## src/rtl/iowin_pkg.sv

```systemverilog
// Package: shared widths and configuration indices for the I/O window decoder.
// Assumes dword-indexed configuration access; byte lanes map to wdata bytes.
package iowin_pkg;
    localparam int ADDR_W    = 32;
    localparam int IDX_W     = 6;
    localparam int PAGE_BITS = 12;               // 4KB granularity
    localparam int HI_W      = 16;               // upper extension width
    localparam int NIB_W     = ADDR_W - PAGE_BITS - HI_W;
    localparam int ISA_BIT   = 18;               // in dword IDX_CTRL

    localparam logic [IDX_W-1:0] IDX_LOW  = 6'h07;  // base/limit bytes
    localparam logic [IDX_W-1:0] IDX_HIGH = 6'h0C;  // upper halves
    localparam logic [IDX_W-1:0] IDX_CTRL = 6'h0F;  // ISA enable

    localparam logic [3:0] CAP_32BIT = 4'h1;     // read-only capability nibble

    typedef struct packed {
        logic [HI_W-1:0]  base_hi;
        logic [NIB_W-1:0] base_nib;
        logic [HI_W-1:0]  lim_hi;
        logic [NIB_W-1:0] lim_nib;
        logic             isa_en;
    } iowin_cfg_t;
endpackage

```

## src/rtl/iowin_cfg_regs.sv

```systemverilog
// Module: iowin_cfg_regs
// Holds the I/O window base/limit fields and the ISA enable. Writes are
// byte-enabled and take effect on the clock edge; reads are combinational.
// Assumes cfg_dw_idx is stable while cfg_rdata is used.
module iowin_cfg_regs
    import iowin_pkg::*;
(
    input  logic              clk,
    input  logic              rst_n,
    input  logic              cfg_wr,
    input  logic [IDX_W-1:0]  cfg_dw_idx,
    input  logic [3:0]        cfg_be,
    input  logic [31:0]       cfg_wdata,
    output logic [31:0]       cfg_rdata,
    output iowin_cfg_t        cfg_q
);
    localparam int LANES = 4;

    logic [31:0]      hi_dw;     // {lim_hi, base_hi}
    logic [NIB_W-1:0] base_nib;
    logic [NIB_W-1:0] lim_nib;
    logic             isa_en;

    logic wr_low, wr_high, wr_ctrl;
    assign wr_low  = cfg_wr && (cfg_dw_idx == IDX_LOW);
    assign wr_high = cfg_wr && (cfg_dw_idx == IDX_HIGH);
    assign wr_ctrl = cfg_wr && (cfg_dw_idx == IDX_CTRL);

    // Byte-lane storage of the upper-half dword, one lane per generate pass.
    genvar g;
    generate
        for (g = 0; g < LANES; g++) begin : g_hi_lane
            // Purpose: update one byte lane of the upper halves.
            always_ff @(posedge clk) begin
                if (!rst_n)
                    hi_dw[g*8 +: 8] <= '0;
                else if (wr_high && cfg_be[g])
                    hi_dw[g*8 +: 8] <= cfg_wdata[g*8 +: 8];
            end
        end
    endgenerate

    // Purpose: update the writable nibbles of the low base/limit bytes.
    always_ff @(posedge clk) begin
        if (!rst_n) begin
            base_nib <= '0;
            lim_nib  <= '0;
        end else if (wr_low) begin
            if (cfg_be[0]) base_nib <= cfg_wdata[7:4];
            if (cfg_be[1]) lim_nib  <= cfg_wdata[15:12];
        end
    end

    // Purpose: update the ISA enable control bit.
    always_ff @(posedge clk) begin
        if (!rst_n)
            isa_en <= 1'b0;
        else if (wr_ctrl && cfg_be[2])
            isa_en <= cfg_wdata[ISA_BIT];
    end

    // Purpose: combinational read multiplexer.
    always_comb begin
        cfg_rdata = '0;
        unique case (cfg_dw_idx)
            IDX_LOW:  cfg_rdata = {16'h0000, lim_nib, CAP_32BIT, base_nib, CAP_32BIT};
            IDX_HIGH: cfg_rdata = hi_dw;
            IDX_CTRL: cfg_rdata[ISA_BIT] = isa_en;
            default:  cfg_rdata = '0;
        endcase
    end

    assign cfg_q.base_hi  = hi_dw[15:0];
    assign cfg_q.lim_hi   = hi_dw[31:16];
    assign cfg_q.base_nib = base_nib;
    assign cfg_q.lim_nib  = lim_nib;
    assign cfg_q.isa_en   = isa_en;

    wire unused_wdata_bits = ^{cfg_wdata[31:19], cfg_wdata[17:16],
                               cfg_wdata[11:8], cfg_wdata[3:0], cfg_be[3]};

    // capability nibbles never change, whatever was written.
    assert_cap_nibble_R2: assert property (@(posedge clk) disable iff (!rst_n)
        (cfg_dw_idx == IDX_LOW) |-> (cfg_rdata[3:0] == 4'h1 && cfg_rdata[11:8] == 4'h1));

    // a disabled lane of the upper halves keeps its value.
    assert_lane_hold_R3: assert property (@(posedge clk) disable iff (!rst_n)
        (wr_high && !cfg_be[0]) |=> $stable(hi_dw[7:0]));
endmodule

```

## src/rtl/iowin_match.sv

```systemverilog
// Module: iowin_match
// Compares one I/O address against the programmed window and flags the
// ISA carve-out region. Purely combinational. Assumes base has implied
// zeros and limit implied ones in the page-offset bits.
module iowin_match
    import iowin_pkg::*;
(
    input  iowin_cfg_t        cfg,
    input  logic [ADDR_W-1:0] addr,
    output logic              in_win,
    output logic              isa_hole
);
    localparam int PAGE_W = ADDR_W - PAGE_BITS;

    logic [PAGE_W-1:0] base_pg, lim_pg, addr_pg;

    // Purpose: page-granular range compare and carve-out detection.
    always_comb begin
        base_pg  = {cfg.base_hi, cfg.base_nib};
        lim_pg   = {cfg.lim_hi,  cfg.lim_nib};
        addr_pg  = addr[ADDR_W-1:PAGE_BITS];
        in_win   = (addr_pg >= base_pg) && (addr_pg <= lim_pg);
        isa_hole = cfg.isa_en && (addr[ADDR_W-1:16] == '0) && (addr[9:8] != 2'b00);
    end

    wire unused_addr_bits = ^{addr[11:10], addr[7:0]};
endmodule

```

## src/rtl/iowin_decoder.sv

```systemverilog
// Module: iowin_decoder (top)
// Configuration registers plus forwarding decisions for primary (downstream)
// and secondary (upstream) I/O accesses. Flags are combinational from the
// address, valid, command enables and register state.
module iowin_decoder
    import iowin_pkg::*;
(
    input  logic              clk,
    input  logic              rst_n,
    input  logic              cfg_wr,
    input  logic [IDX_W-1:0]  cfg_dw_idx,
    input  logic [3:0]        cfg_be,
    input  logic [31:0]       cfg_wdata,
    output logic [31:0]       cfg_rdata,
    input  logic              cmd_io_en,
    input  logic              cmd_master_en,
    input  logic              pri_valid,
    input  logic [ADDR_W-1:0] pri_addr,
    output logic              pri_fwd_down,
    input  logic              sec_valid,
    input  logic [ADDR_W-1:0] sec_addr,
    output logic              sec_fwd_up
);
    localparam int SIDES = 2;   // 0 = primary, 1 = secondary

    iowin_cfg_t        cfg_q;
    logic [ADDR_W-1:0] side_addr [SIDES];
    logic [SIDES-1:0]  side_in;
    logic [SIDES-1:0]  side_hole;

    assign side_addr[0] = pri_addr;
    assign side_addr[1] = sec_addr;

    iowin_cfg_regs u_regs (
        .clk        (clk),
        .rst_n      (rst_n),
        .cfg_wr     (cfg_wr),
        .cfg_dw_idx (cfg_dw_idx),
        .cfg_be     (cfg_be),
        .cfg_wdata  (cfg_wdata),
        .cfg_rdata  (cfg_rdata),
        .cfg_q      (cfg_q)
    );

    genvar s;
    generate
        for (s = 0; s < SIDES; s++) begin : g_side
            iowin_match u_match (
                .cfg      (cfg_q),
                .addr     (side_addr[s]),
                .in_win   (side_in[s]),
                .isa_hole (side_hole[s])
            );
        end
    endgenerate

    // Purpose: downstream decision for the primary side.
    always_comb pri_fwd_down = pri_valid && cmd_io_en && side_in[0] && !side_hole[0];

    // Purpose: upstream decision for the secondary side.
    always_comb sec_fwd_up = sec_valid && cmd_master_en && (!side_in[1] || side_hole[1]);

    logic win_off;
    assign win_off = {cfg_q.base_hi, cfg_q.base_nib} > {cfg_q.lim_hi, cfg_q.lim_nib};

    // downstream needs I/O enable.
    assert_down_gate_R9: assert property (@(posedge clk) disable iff (!rst_n)
        pri_fwd_down |-> (cmd_io_en && pri_valid));
    // upstream needs master enable.
    assert_up_gate_R10: assert property (@(posedge clk) disable iff (!rst_n)
        sec_fwd_up |-> (cmd_master_en && sec_valid));
    // disabled window never forwards downstream.
    assert_win_off_R6: assert property (@(posedge clk) disable iff (!rst_n)
        win_off |-> !pri_fwd_down);
    // the same address never goes both ways, nor neither way.
    assert_exclusive_R5: assert property (@(posedge clk) disable iff (!rst_n)
        (pri_valid && sec_valid && cmd_io_en && cmd_master_en && pri_addr == sec_addr)
        |-> (pri_fwd_down != sec_fwd_up));
    // carve-out addresses are not sent downstream.
    assert_isa_hole_R7: assert property (@(posedge clk) disable iff (!rst_n)
        (cfg_q.isa_en && pri_addr[31:16] == 16'h0 && pri_addr[9:8] != 2'b00) |-> !pri_fwd_down);
endmodule

```

## config.mk

```make
export PLATFORM = sky130hd
export DESIGN_NAME = iowin_decoder
export DESIGN_NICKNAME = d
export VERILOG_FILES = /design/src/rtl/iowin_pkg.sv /design/src/rtl/iowin_cfg_regs.sv /design/src/rtl/iowin_match.sv /design/src/rtl/iowin_decoder.sv
export SDC_FILE = /design/constraint.sdc
export NUM_CORES = 1
export LEC_CHECK = 0
export ABC_CLOCK_PERIOD_IN_PS = 4700
export BUFFER_PORTS_ARGS = -buffer_cell sky130_fd_sc_hd__buf_4
export CORE_UTILIZATION = 40
export CTS_BUF_LIST = sky130_fd_sc_hd__clkbuf_16
export DETAILED_ROUTE_END_ITERATION = 10
export PLACE_DENSITY = 0.67
export SLEW_MARGIN = 20
export SYNTH_ARGS = -nofsm -noshare
export SYNTH_HDL_FRONTEND = slang
export SYNTH_HIERARCHICAL = 1
export SYNTH_SLANG_ARGS = --single-unit
```

## constraint.sdc

```tcl
create_clock -name clk -period 4.7 [get_ports clk]
set_clock_uncertainty 0.2 [all_clocks]
set_input_delay 0.47 -clock clk [delete_from_list [all_inputs] [get_ports clk]]
set_output_delay 0.47 -clock clk [all_outputs]
set_load 0.02 [all_outputs]
```

==> results.yml <==
place:
  placed_area_um2: 5110
  port_buffers: 126
  globalplace.congestion: 0.901
  dpl.hpwl_mm: 9.89
synthesis:
  syn-mean-instance-area_um2: 7.89
  syn_area_um2: 4070
  yosysSeqAreaShare_pct: 20.2
  synth_nets: 709
  muxShareOfSynthArea_pct: 9.83
  synth_top_flop_cell: "dfxtp_1"
  synth_compound_area_share_pct: 11.3
  async_flop_share_pct: 0
  synth_xor_area_share_pct: 0
  synthAdderAreaFrac_pct: 24.6
  ys_warn_count: 6
  syn_inst: 516
  synth_top_family_by_area: "adder cells"
  synth_seq_cells: 41
  synth_edf_count: 0
  synth_cell_types: 40
  synth-simple-area-share_pct: 24.6
detailed_routing:
  drc: 0
  firstDrtPassIters: 4
  drt_iter0_drc: 117
  post_drt_wl_per_cell_um: 15.4
  wl_mm: 11.9
  antenna_left: 0
  vias_per_cell: 5.18
  vias: 3984
clock_network:
  path_clk_slew_ns: 0.06
  ctsResizeCount: 0
  cts_made_buffers: 5
  post_cts_buffers: 0
  ctsHoldBuffers: 0
  insertion_delay_ns: 0.28
  cts_buffer_depth: 2
  cts_tree: "done"
  cts-root-buf: "clkbuf_16"
  cts_htree_levels: 2
  cts_sinks: 41
finish:
  design_area_um2: 5280
  drive_gt1_share_pct: 22.5
  num-nets-final: 828
  syn_to_final_growth_pct: 29.7
  n_fill_cell: 981
  antenna_cells: 0
setup_path:
  cp_slowest_cell: "or4_1"
  crit_chain: "inv_1 -> ha_1 -> nand4_1 -> or4_1 -> o22ai_1 -> o31ai_1 -> a32oi_1 -> and4b_1 -> buf_4"
  crit_family: "simple AND/OR/NAND/NOR gates"
  crit_arrival_ns: 2.60
  cpPeakStageDelay_ns: 0.54
  crit_required_ns: 4.03
  cp_max_fo: 4
  startpoint_type: "register"
  crit_type: "register to primary output"
  crit_buf_inv: 2
  end_kind: "primary output"
worst_hold_path:
  hold_class: "primary input to register"
die:
  dieHeight_um: 103
  fp.coreArea_um2: 9820
  start_util_pct: 41.5
  die_area_um2: 10600
  die_x_um: 103
  num_rows: 36
  ios: 147
pwr:
  peakVddDrop_uv: 145
  powerDensity_nw_per_um2: 177
  p_leak_nw: 2.35
sta:
  fmax_mhz: 306
  fin_crit_ns: 3.27
  hold_viol_final: 0
  post-route-period-util_pct: 69.6
  tightestPinTransition_ns: 0.833
  rsz0062_at_grt: "false"
  hold_slack_ns: 0.235
  slew_viol_final: 0
  finalSetupViolCount: 0
  slew_headroom_pct: 44.1
  final.setup.tns_ns: 0
run:
  cap_violations: 0
global_routing:
  grt_overflow: 0
  grt_max_degree: 74
  grtUsageTotal_pct: 22.7
  grt_pass1_vias: 3950
  grt_pass1_wl_mm: 18.4
  antenna_found_initial: 0
status:
  status: "finished, final reports clean"
cell usage after synthesis, types with 6 or more instances:
cell type,number,area share [%]
nand4_1,10,1.5
mux2i_1,40,9.8
inv_1,83,7.7
o21ai_0,8,0.98
nand2_1,94,8.7
ha_1,80,25
clkbuf_1,7,0.65
and2_1,21,3.2
dfxtp_1,41,20
a21oi_1,27,3.3
nor2_1,13,1.2
and4_1,10,2.2
a21o_1,12,2.2
nor4_1,6,0.92
a22o_1,9,1.9
nand3_1,8,0.98
state kept, by name, summed over array words and instances, names as in the netlist:
signal	cells
u_regs/cfg_q	32
u_regs/base_nib	4
u_regs/lim_nib	4
u_regs/isa_en	1
power by group:
part / switching (mW) / internal, mW
Sequential: 0.00103 / 0.348
Clock: 0.145 / 0.250
Combinational: 0.0945 / 0.0980
Total: 0.241 / 0.696
worst paths after layout:
path                    startpoint                to  slack, ns  depth (start not counted)
hold / removal        cfg_wdata[0]  u_regs/cfg_q[25]       0.24                          3
hold reg to reg   u_regs/cfg_q[26]  u_regs/cfg_q[26]       0.29                          2
setup reg to reg     u_regs/isa_en     u_regs/isa_en       3.67                          2
setup / recovery  u_regs/cfg_q[30]      pri_fwd_down       1.43                          9
layer usage:
layer | vias up | part of all wire [%] | GRT usage (%)
li1 | 2013 | - | -
met1 | 1844 | 46 | 28.4
met2 | 109 | 48 | 40.2
met3 | 18 | 4.1 | 2.71
met4 | 0 | 1.8 | 7.58
met5 | - | 0 | 0
worst min-delay path, cell delays in order:
cell and delay (ns):
buf_4 0.11, nand2_1 0.04, mux2i_1 0.05
placed cells by master (no fill, tap or decap), types with 2 or more instances in the layout:
cell type,netlist,routed
a22o_1,9,9
nor4_1,6,6
nand2b_1,4,4
o22ai_1,2,2
o31ai_1,2,2
and2_1,21,21
or4_4,2,2
nor2b_1,2,2
nor3_4,2,2
a21o_1,12,12
buf_4,2,127
nand3_1,8,8
a32oi_1,2,2
inv_1,83,84
ha_1,80,80
o21ai_0,8,8
a221oi_1,2,2
or4_1,2,2
nand4_1,10,10
o2111ai_1,2,2
dfxtp_1,41,41
nor4_4,2,2
clkbuf_16,0,5
mux2i_1,40,40
nand2_1,94,94
a2111oi_0,2,2
nor2_1,13,13
nor4b_1,2,2
and4_1,10,10
nor3_1,4,4
a21oi_1,27,27
through the flow:
step | total power [mW] | utilization [%] | worst slack (ns) | instances
floorplan | 0.447 | - | 1.98 | 516
global placement | 0.538 | 52.1 | 1.56 | 761
detailed placement | 0.547 | 52.1 | 1.63 | 761
CTS | 0.942 | 53.8 | 1.49 | 769
global route | 0.976 | 53.8 | 1.35 | 769
finish | 0.936 | 53.8 | 1.43 | 769
layout make-up:
type / instances / area, µm² / share of cell area, %
flip-flops and latches: 41 / 821 / 15.5
inverters: 83 / 312 / 5.90
well taps: 133 / 166 / 3.15
clock buffers: 5 / 125 / 2.37
multi-input cells: 377 / 2860 / 54.2
clock inverters: 3 / 42.5 / 0.806
repair buffers: 127 / 953 / 18.1
cells by family (layout without fill, tap and decap cells):
group	Yosys count	after routing
simple gates	187	187
fa+ha+maj	80	80
buf+inv	98	218
mux	40	40
flops	41	41
compound gates	70	70
No activity file was read; power rests on OpenSTA's default activity.
